<file path="src/rtl/intr_seq_pkg.sv">
package intr_seq_pkg;
  localparam int IRQ_NUM     = 4;
  localparam int PC_W        = 16;
  localparam int STACK_DEPTH = 4;
  localparam int SRC_W       = $clog2(IRQ_NUM);
  localparam int LVL_W       = $clog2(IRQ_NUM + 1);
  localparam int SP_W        = $clog2(STACK_DEPTH + 1);
  localparam logic [LVL_W-1:0] IDLE_LVL = LVL_W'(IRQ_NUM);

  typedef struct packed {
    logic             push;
    logic             pop;
    logic [SRC_W-1:0] src;
  } ctl_strobe_t;
endpackage

</file>
<file path="src/rtl/intr_prio_pick.sv">
module intr_prio_pick
  import intr_seq_pkg::*;
(
  input  logic [IRQ_NUM-1:0] reqVec,
  output logic               anyHit,
  output logic [SRC_W-1:0]   pickIdx
);
  always_comb begin
    anyHit  = 1'b0;
    pickIdx = '0;
    for (int i = IRQ_NUM - 1; i >= 0; i--) begin
      if (reqVec[i]) begin
        anyHit  = 1'b1;
        pickIdx = SRC_W'(i);
      end
    end
  end
endmodule

</file>
<file path="src/rtl/intr_seq_ctrl_fsm.sv">
module intr_seq_ctrl_fsm
  import intr_seq_pkg::*;
(
  input  logic               clk,
  input  logic               rstN,
  input  logic [IRQ_NUM-1:0] irqLines,
  input  logic               boundary,
  input  logic               retStrobe,
  input  logic               nestMode,
  input  logic               globalEn,
  input  logic [LVL_W-1:0]   curLevel,
  input  logic               stackFull,
  input  logic               stackEmpty,
  output ctl_strobe_t        strobe
);
  logic [IRQ_NUM-1:0] reqPrev;
  logic [IRQ_NUM-1:0] pending;
  logic [IRQ_NUM-1:0] riseVec;
  logic [IRQ_NUM-1:0] takeMask;
  logic               candHit;
  logic [SRC_W-1:0]   candIdx;
  logic               isIdle;
  logic               candHigher;
  logic               allowed;
  logic               doPush;

  assign riseVec = irqLines & ~reqPrev;

  intr_prio_pick u_pick (
    .reqVec (pending),
    .anyHit (candHit),
    .pickIdx(candIdx)
  );

  assign isIdle     = (curLevel == IDLE_LVL);
  assign candHigher = (LVL_W'(candIdx) < curLevel);
  assign allowed    = isIdle | (nestMode & candHigher);
  assign doPush     = boundary & ~retStrobe & globalEn & candHit & allowed & ~stackFull;
  assign takeMask   = doPush ? (IRQ_NUM'(1) << candIdx) : '0;

  always_comb begin
    strobe.push = doPush;
    strobe.pop  = retStrobe & ~stackEmpty;
    strobe.src  = candIdx;
  end

  always_ff @(posedge clk or negedge rstN) begin
    if (!rstN) begin
      reqPrev <= '0;
      pending <= '0;
    end else begin
      reqPrev <= irqLines;
      pending <= (pending & ~takeMask) | riseVec;
    end
  end

  // A latched request disappears only when its source is taken
  assert_pending_held_R2: assert property (@(posedge clk) disable iff (!rstN)
    !strobe.push |=> (($past(pending) & ~pending) == '0));

  // No entry from a return cycle
  assert_ret_blocks_entry_R10: assert property (@(posedge clk) disable iff (!rstN)
    retStrobe |-> !strobe.push);

  // A disabled controller never enters
  assert_enable_gate_R8: assert property (@(posedge clk) disable iff (!rstN)
    !globalEn |-> !strobe.push);
endmodule

</file>
<file path="src/rtl/intr_seq_ctx_path.sv">
module intr_seq_ctx_path
  import intr_seq_pkg::*;
(
  input  logic                  clk,
  input  logic                  rstN,
  input  ctl_strobe_t           strobe,
  input  logic [IRQ_NUM*PC_W-1:0] vecTable,
  input  logic [PC_W-1:0]       curPc,
  input  logic                  nestMode,
  output logic [LVL_W-1:0]      curLevel,
  output logic                  stackFull,
  output logic                  stackEmpty,
  output logic                  redirectValid,
  output logic [PC_W-1:0]       redirectPc,
  output logic [IRQ_NUM-1:0]    ackOut
);
  logic [PC_W-1:0]  stackPc  [STACK_DEPTH];
  logic [LVL_W-1:0] stackLvl [STACK_DEPTH];
  logic [SP_W-1:0]  sp;
  logic [SP_W-1:0]  topIdx;
  logic [PC_W-1:0]  vecSel;

  assign stackFull  = (sp == SP_W'(STACK_DEPTH));
  assign stackEmpty = (sp == '0);
  assign topIdx     = sp - SP_W'(1);
  assign vecSel     = vecTable[strobe.src*PC_W +: PC_W];

  always_ff @(posedge clk or negedge rstN) begin
    if (!rstN) begin
      sp            <= '0;
      curLevel      <= IDLE_LVL;
      redirectValid <= 1'b0;
      redirectPc    <= '0;
      ackOut        <= '0;
      for (int i = 0; i < STACK_DEPTH; i++) begin
        stackPc[i]  <= '0;
        stackLvl[i] <= '0;
      end
    end else begin
      redirectValid <= 1'b0;
      ackOut        <= '0;
      if (strobe.pop) begin
        sp            <= topIdx;
        curLevel      <= stackLvl[topIdx[$clog2(STACK_DEPTH)-1:0]];
        redirectPc    <= stackPc[topIdx[$clog2(STACK_DEPTH)-1:0]];
        redirectValid <= 1'b1;
      end else if (strobe.push) begin
        stackPc[sp[$clog2(STACK_DEPTH)-1:0]]  <= curPc;
        stackLvl[sp[$clog2(STACK_DEPTH)-1:0]] <= curLevel;
        sp            <= sp + SP_W'(1);
        curLevel      <= LVL_W'(strobe.src);
        redirectPc    <= vecSel;
        redirectValid <= 1'b1;
        ackOut        <= IRQ_NUM'(1) << strobe.src;
      end
    end
  end

  // Stack depth is never exceeded
  assert_no_overflow_R9: assert property (@(posedge clk) disable iff (!rstN)
    strobe.push |-> (sp < SP_W'(STACK_DEPTH)));

  // Returns only consume saved contexts
  assert_pop_nonempty_R5: assert property (@(posedge clk) disable iff (!rstN)
    strobe.pop |-> (sp != '0));

  // Preemption of a running handler needs nested mode and a more urgent source
  assert_preempt_rule_R7: assert property (@(posedge clk) disable iff (!rstN)
    (strobe.push && curLevel != IDLE_LVL) |-> (nestMode && LVL_W'(strobe.src) < curLevel));

  // Entry yields a redirect with a single acknowledge bit in the next cycle
  assert_entry_redirect_R3: assert property (@(posedge clk) disable iff (!rstN)
    strobe.push |=> (redirectValid && $onehot0(ackOut) && ackOut != '0));

  assert_ack_onehot_R3: assert property (@(posedge clk) disable iff (!rstN)
    $onehot0(ackOut));
endmodule

</file>
<file path="src/rtl/intr_seq_ctrl.sv">
module intr_seq_ctrl
  import intr_seq_pkg::*;
(
  input  logic                    clk,
  input  logic                    rstN,
  input  logic [IRQ_NUM-1:0]      irqLines,
  input  logic [IRQ_NUM*PC_W-1:0] vecTable,
  input  logic [PC_W-1:0]         curPc,
  input  logic                    boundary,
  input  logic                    retStrobe,
  input  logic                    nestMode,
  input  logic                    globalEn,
  output logic                    redirectValid,
  output logic [PC_W-1:0]         redirectPc,
  output logic [IRQ_NUM-1:0]      ackOut,
  output logic [LVL_W-1:0]        activeLevel
);
  ctl_strobe_t      strobe;
  logic [LVL_W-1:0] curLevel;
  logic             stackFull;
  logic             stackEmpty;

  intr_seq_ctrl_fsm u_ctl (
    .clk       (clk),
    .rstN      (rstN),
    .irqLines  (irqLines),
    .boundary  (boundary),
    .retStrobe (retStrobe),
    .nestMode  (nestMode),
    .globalEn  (globalEn),
    .curLevel  (curLevel),
    .stackFull (stackFull),
    .stackEmpty(stackEmpty),
    .strobe    (strobe)
  );

  intr_seq_ctx_path u_dp (
    .clk          (clk),
    .rstN         (rstN),
    .strobe       (strobe),
    .vecTable     (vecTable),
    .curPc        (curPc),
    .nestMode     (nestMode),
    .curLevel     (curLevel),
    .stackFull    (stackFull),
    .stackEmpty   (stackEmpty),
    .redirectValid(redirectValid),
    .redirectPc   (redirectPc),
    .ackOut       (ackOut)
  );

  assign activeLevel = curLevel;
endmodule

</file>
<file path="config.mk">
export PLATFORM = sky130hd
export DESIGN_NAME = intr_seq_ctrl
export DESIGN_NICKNAME = d
export VERILOG_FILES = /design/src/rtl/intr_seq_pkg.sv /design/src/rtl/intr_prio_pick.sv /design/src/rtl/intr_seq_ctrl_fsm.sv /design/src/rtl/intr_seq_ctx_path.sv /design/src/rtl/intr_seq_ctrl.sv
export SDC_FILE = /design/constraint.sdc
export NUM_CORES = 1
export LEC_CHECK = 0
export ABC_AREA = 1
export BUFFER_PORTS_ARGS = -buffer_cell sky130_fd_sc_hd__buf_2
export CAP_MARGIN = 25
export CORE_MARGIN = 3
export CORE_UTILIZATION = 35
export CTS_CLUSTER_DIAMETER = 50
export DETAILED_ROUTE_END_ITERATION = 8
export MAX_ROUTING_LAYER = met4
export REMOVE_ABC_BUFFERS = 1
export SLEW_MARGIN = 10
export SYNTH_ARGS = -nofsm -noshare
export SYNTH_HDL_FRONTEND = slang
export SYNTH_SLANG_ARGS = --single-unit
</file>
<file path="constraint.sdc">
create_clock -name clk -period 4.3 [get_ports clk]
set_input_delay 0.215 -clock clk [delete_from_list [all_inputs] [get_ports clk]]
set_output_delay 0.215 -clock clk [all_outputs]
set_load 0.05 [all_outputs]
</file>
Word level (Yosys, flattened, before mapping)
Index checks and enable logic that the tools add are counted.
{"block": "totals", "regBits": 111, "out_inout_bits": 24}
{"block": "op_classes", "eq_ne": 2, "n_lt_le_gt_ge": 4, "n_addsub": 2, "muxes": 30, "n_shift": 2, "bitwise_logic": 19, "n_reduce_logical": 4}
{"operator": "$mux W16", "n": 5}
{"operator": "$bwmux W64", "n": 1}
{"operator": "$shiftx A64 B7 Y16", "n": 1}
{"operator": "$bmux W16 S2", "n": 1}
{"operator": "$demux W16 S2", "n": 1}
{"operator": "$mux W3", "n": 7}
{"operator": "$bwmux W12", "n": 1}
{"operator": "$and A4 B4 Y4", "n": 2}
{"operator": "$mux W2", "n": 4}
{"operator": "$mux W4", "n": 2}
{"operator": "$not A4 Y4", "n": 2}
{"operator": "$and A1 B1 Y1", "n": 7}
{"operator": "$bmux W3 S2", "n": 1}
{"operator": "$demux W3 S2", "n": 1}
{"operator": "$eq A3 B3 Y1 const B", "n": 2}
{"operator": "$ge A3 B3 Y1 const B", "n": 2}
{"operator": "$mux W1", "n": 6}
{"operator": "$not A2 Y3", "n": 2}
{"operator": "$not A1 Y1", "n": 4}
{"operator": "$or A4 B4 Y4", "n": 1}
{"operator": "$shl A1 B2 Y4 const A", "n": 1}
{"operator": "$add A3 B1 Y3 const B", "n": 1}
{"operator": "$logic_not A3 Y1", "n": 1}
{"operator": "$lt A2 B3 Y1", "n": 1}
{"operator": "6 further kinds", "n": 6}

Logic depth before layout (Yosys ltp)
{"block": "depth", "word_depth": 13, "mapped_depth": 13, "ltp_nobuf": 11}

By module
From an unflattened synthesis, not the netlist that was laid out.
{"block": "unflattened", "hier_cells": 744, "hier_area_um2": 5670.4}
{"mod": "intr_seq_ctx_path", "cells_per_inst": 681, "n_inst": 1, "area_per_inst_um2": 5221.3}
{"mod": "intr_seq_ctrl_fsm", "cells_per_inst": 55, "n_inst": 1, "area_per_inst_um2": 412.9}
{"mod": "intr_prio_pick", "cells_per_inst": 8, "n_inst": 1, "area_per_inst_um2": 36.3}

Least setup slack after synthesis
OpenSTA, ideal clock, no wires.
{"block": "synth_path", "kind": "register -> register", "startpoint": "register u_dp.sp[0]", "endpoint": "register u_dp.redirectPc[10]", "period_less_slack_ns": 2.352, "path_stages_with_launch": 11, "t_required_ns": 4.231, "arrival_ns": 2.283, "setup_slack_ns": 1.948, "path_buffers": 4, "cell_sequence": "dfrtp_1 > inv_1 > clkbuf_1 > clkbuf_1 > ha_1 > inv_1 > o21ai_1 > clkbuf_1 > clkbuf_1 > nand3_1 > nand3_1"}
{"block": "synth_via", "elab_chain_len": 6, "word_cells_on_any_way": 13, "classes_between": "1 x add/sub; 1 x eq/ne; 4 x mux; 5 x bitwise; 2 x reduce/logical"}
{"element": "start: declaration", "line_no": "intr_seq_ctx_path.sv:19", "rtl": "logic [SP_W-1:0] sp;"}
{"element": "start signal: assignment", "line_no": "intr_seq_ctx_path.sv:43", "rtl": "sp <= topIdx;"}
{"element": "start signal: assignment", "line_no": "intr_seq_ctx_path.sv:50", "rtl": "sp <= sp + SP_W'(1);"}
{"element": "$sub A3 B1 Y3", "line_no": "intr_seq_ctx_path.sv:25", "rtl": "assign topIdx = sp - SP_W'(1);"}
{"element": "net u_dp.topIdx[0]", "line_no": "intr_seq_ctx_path.sv:20", "rtl": "logic [SP_W-1:0] topIdx;"}
{"element": "$not A2 Y3 (implied by the code)", "line_no": "intr_seq_ctx_path.sv:45", "rtl": "redirectPc <= stackPc[topIdx[$clog2(STACK_DEPTH)-1:0]];"}
{"element": "$bmux W16 S2", "line_no": "intr_seq_ctx_path.sv:45"}
{"element": "$mux W16 (implied by the code) (2 in a row)", "line_no": "intr_seq_ctx_path.sv:45"}
{"element": "$mux W16", "line_no": "intr_seq_ctx_path.sv:42", "rtl": "if (strobe.pop) begin"}
{"element": "end signal: assignment", "line_no": "intr_seq_ctx_path.sv:45"}
{"element": "end signal: assignment", "line_no": "intr_seq_ctx_path.sv:52", "rtl": "redirectPc <= vecSel;"}
{"element": "end: declaration", "line_no": "intr_seq_ctx_path.sv:14", "rtl": "output logic [PC_W-1:0] redirectPc,"}
The timed path passes the listed nets, and every way through them passes these cells. The select of a mux whose other input is x is not followed.
A chain may end at the register's enable or synchronous reset.

Final worst setup path
{"block": "layout_path", "startpoint": "register u_ctl.pending[0]", "endpoint": "register u_dp.stackPc[14] (netlist name)"}
{"block": "layout_via", "elab_chain_len": 7, "word_cells_on_any_way": 9, "classes_between": "1 x order compare; 2 x mux; 5 x bitwise; 1 x reduce/logical"}
{"element": "start: declaration", "line_no": "intr_seq_ctrl_fsm.sv:17", "rtl": "logic [IRQ_NUM-1:0] pending;"}
{"element": "start signal: assignment", "line_no": "intr_seq_ctrl_fsm.sv:53", "rtl": "pending <= (pending & ~takeMask) | riseVec;"}
{"element": "$mux W2", "line_no": "intr_prio_pick.sv:12", "rtl": "if (reqVec[i]) begin"}
{"element": "$lt A2 B3 Y1", "line_no": "intr_seq_ctrl_fsm.sv:36", "rtl": "assign candHigher = (LVL_W'(candIdx) < curLevel);"}
{"element": "$and A1 B1 Y1", "line_no": "intr_seq_ctrl_fsm.sv:37", "rtl": "assign allowed = isIdle | (nestMode & candHigher);"}
{"element": "$or A1 B1 Y1", "line_no": "intr_seq_ctrl_fsm.sv:37"}
{"element": "$and A1 B1 Y1 (*) (2 in a row)", "line_no": "intr_seq_ctrl_fsm.sv:38", "rtl": "assign doPush = boundary & ~retStrobe & globalEn & candHit & allowed & ~stackFull;"}
{"element": "$reduce_and A2 Y1 (no source line) (*)"}
{"element": "end signal: indexed assignment", "line_no": "intr_seq_ctx_path.sv:48", "rtl": "stackPc[sp[$clog2(STACK_DEPTH)-1:0]] <= curPc;"}
{"element": "end: declaration", "line_no": "intr_seq_ctx_path.sv:17", "rtl": "logic [PC_W-1:0] stackPc [STACK_DEPTH];"}
Every way passes the cells marked *; elsewhere a longest branch is shown, timed or not.

==> out/metrics.yaml <==
worst_setup_path:
  max_stage_delay_ns: 0.41
  cp_max_fo: 69
  crit_path_end_kind: "register"
  critPathLaunchType: "register"
  worstPathArrival_ns: 2.86
  cp_cell_sequence: "nor2_4, nand2_2, a21oi_2, nand2_2, nand2_8, nor2_4, nand2_1, o21ai_0"
  critPathRequiredTime_ns: 4.51
  cpMaxStageDelayCell: "dfrtp_1"
  rr_startpoint: "u_ctl.pending[0]"
  path_buf_inv: 0
  crit_type: "reg -> reg"
  r2r_slack_ns: 1.65
  cp_top_family: "simple AND/OR/NAND/NOR gates"
  r2r_cells: 8
  rr_endpoint: "u_dp.stackPc[14]"
clock_tree:
  post_cts_buffers: 0
  cts_max_level: 3
  cts_buffer_depth: 2
  clock_latency_ns: 0.36
  root_buffer: "clkbuf_16"
  clock-sinks: 111
  cts_tree: "built"
  cts_resized: 0
  clk_pin_slew_worst_paths_ns: 0.07
  cts_buffers: 9
placed_design:
  place_ws_ns: 1.61
  hpwl_mm: 11.2
  place.gp.congestion: 0.802
  dp.cells: 1010
  port_buffers: 113
sta:
  finalSetupTns_ns: 0
  rsz0062_at_grt: "no"
  post-route-period-util: 0.617
  fin_ws_ns: 1.65
  clock_skew_ns: 0.00578
  holdWs_ns: 0.103
  finalMaxSlewViolations: 0
  setup_violations: 0
  period_minus_slack_ns: 2.65
  max_freq_mhz: 377
  slew_headroom: 0.428
  hold_viol: 0
  worstMarginPinSlew_ns: 0.857
floorplan:
  start_util: 0.365
  core_um2: 15500
  die_area_um2: 17700
  die_w_um: 133
  die_h_um: 133
  fp-row-count: 45
  io_pins: 114
synthesis:
  syn_avg_cell_area_um2: 7.83
  synth_most_common_cell: "nand2_1"
  synth_top_area_share: 0.487
  synth-edff-count: 0
  synth_area_leaders: "dfrtp_1 49%, nand2_1 13%, nand3_1 8.0%"
  synthArstFlopShare: 1.00
  yosysTopAreaCell: "dfrtp_1"
  synth_seq_cells: 111
  synth_ff_type: "dfrtp_1"
  yosysUniqueCellTypes: 31
  yosys_warnings: 0
  synthCells: 722
  ys_seq_area_frac: 0.491
  synth_area_um2: 5660
  synthTopCellsByCount: "195 x nand2_1, 110 x dfrtp_1, 90 x nand3_1, 79 x o21ai_0, 64 x inv_1"
route:
  postRouteWirelength_mm: 17.1
  drcViolationCount: 0
  wl_per_cell_um: 16.6
  routed_via_density: 5.04
  ant_nets: 0
  first_iter_violations: 303
  vias: 5197
  drtPass1Iterations: 4
grt:
  track_usage: 0.200
  antenna_found_initial: 0
  grt_max_degree: 70
  grt_pass1_wl_mm: 27.2
  overflow: 0
  grt_pass1_vias: 5104
power:
  leakagePower_nw: 3.39
  power.density_nw_per_um2: 730
  ir_drop_mv: 0.316
status:
  status: "complete, no violations"
min_path:
  hold_path_end: "u_dp.stackPc[51]"
  whs_path_depth: 3
  hp-class: "in -> reg"
  worstHoldStart: "curPc[3]"
job:
  cap_viol_max_count: 0
cells_and_area:
  layout-drive-gt1-share: 0.193
  area_delta_synth_final_pct: 19.1
  nFillCells: 1571
  num-nets-final: 910
  finalNonFillerCells: 1031
  diodes: 0
cells by family (layout without fill, tap and decap cells):
| group | Yosys count | count (layout) | synth area share |
|---|---|---|---|
| adders and majority gates | 5 | 5 | 0.0111 |
| xor gates and xnor gates | 3 | 3 | 0.00465 |
| and+or+nand+nor | 323 | 323 | 0.255 |
| buffers and inverters | 115 | 213 | 0.0891 |
| DFF | 111 | 111 | 0.491 |
| AOI/OAI and AO/OA | 165 | 165 | 0.148 |
layout by cell type (no fill, tap or decap), types with 8 or more instances in the layout:
cell type | synthesis | layout
nand4_1 | 17 | 17
nand2_1 | 195 | 195
nor2_1 | 8 | 8
dfrtp_1 | 110 | 110
buf_2 | 10 | 112
inv_1 | 64 | 64
o21ai_1 | 44 | 43
nand3_1 | 90 | 90
clkbuf_16 | 0 | 9
buf_4 | 7 | 13
a21oi_1 | 37 | 37
o21ai_0 | 79 | 79
worst max path at each step:
stage / start / end / slack (ns) / cells past startpoint
after floorplan: u_dp.sp[0] / u_dp.curLevel[0] / 0.51 / 8
after global placement: u_ctl.pending[3] / u_dp.stackPc[19] / 1.71 / 8
after detailed placement: u_ctl.pending[0] / u_dp.redirectPc[10] / 1.61 / 8
after CTS: u_ctl.pending[0] / u_dp.stackPc[14] / 1.62 / 8
after global routing: u_ctl.pending[3] / u_dp.stackPc[16] / 1.33 / 8
final: u_ctl.pending[0] / u_dp.stackPc[14] / 1.65 / 8
tightest hold or removal path, stage by stage:
cell and delay (ns):
buf_2 0.11, nand2_1 0.05, nand2_1 0.05
power by group:
group | switching [mW] | internal [mW] | leakage, nW
Sequential | 0.222 | 1.49 | 1.34
Combinational | 1.56 | 0.656 | 1.87
Clock | 0.392 | 0.602 | 0.176
per-layer routing:
layer / up-vias / global-route usage / share of wire
li1: 2549 / - / -
met1: 2461 / 0.259 / 0.44
met2: 154 / 0.318 / 0.47
met3: 33 / 0.0302 / 0.057
met4: 0 / 0.0743 / 0.026
met5: - / - / 0
cell type report:
type,instances,area (µm²),area share
Clock buffer,11,253,0.0375
Clock inverter,5,104,0.0154
Inverter,67,251,0.0373
Multi-Input combinational cell,496,2380,0.353
Sequential cell,111,2780,0.413
Tap cell,211,264,0.0392
Timing Repair Buffer,130,708,0.105
per-stage QoR:
| stage | area (µm²) | power [mW] | util |
|---|---|---|---|
| 2_1_floorplan | 5400 | 3.21 | - |
| 3_3_place_gp | 6330 | 3.91 | 0.409 |
| 3_5_place_dp | 6330 | 3.94 | 0.409 |
| 4_1_cts | 6740 | 4.96 | 0.435 |
| 5_1_grt | 6740 | 5.27 | 0.435 |
| 6_report | 6740 | 4.92 | 0.435 |
flip-flops by register name, summed over array words and instances, names as in the netlist, 3 cells and up:
register and count:
u_dp.sp 3, u_dp.redirectPc 16, u_dp.curLevel 3, u_ctl.pending 4
u_dp.stackPc 64, u_dp.stackLvl 12, u_dp.ackOut 4, u_ctl.reqPrev 4
timing repair:
action	CTS	global route
setup endpoints to repair	0	0
hold endpoints to repair	44	0
hold buffers	5	0
Note: power is estimated with default switching activity, not from simulation.
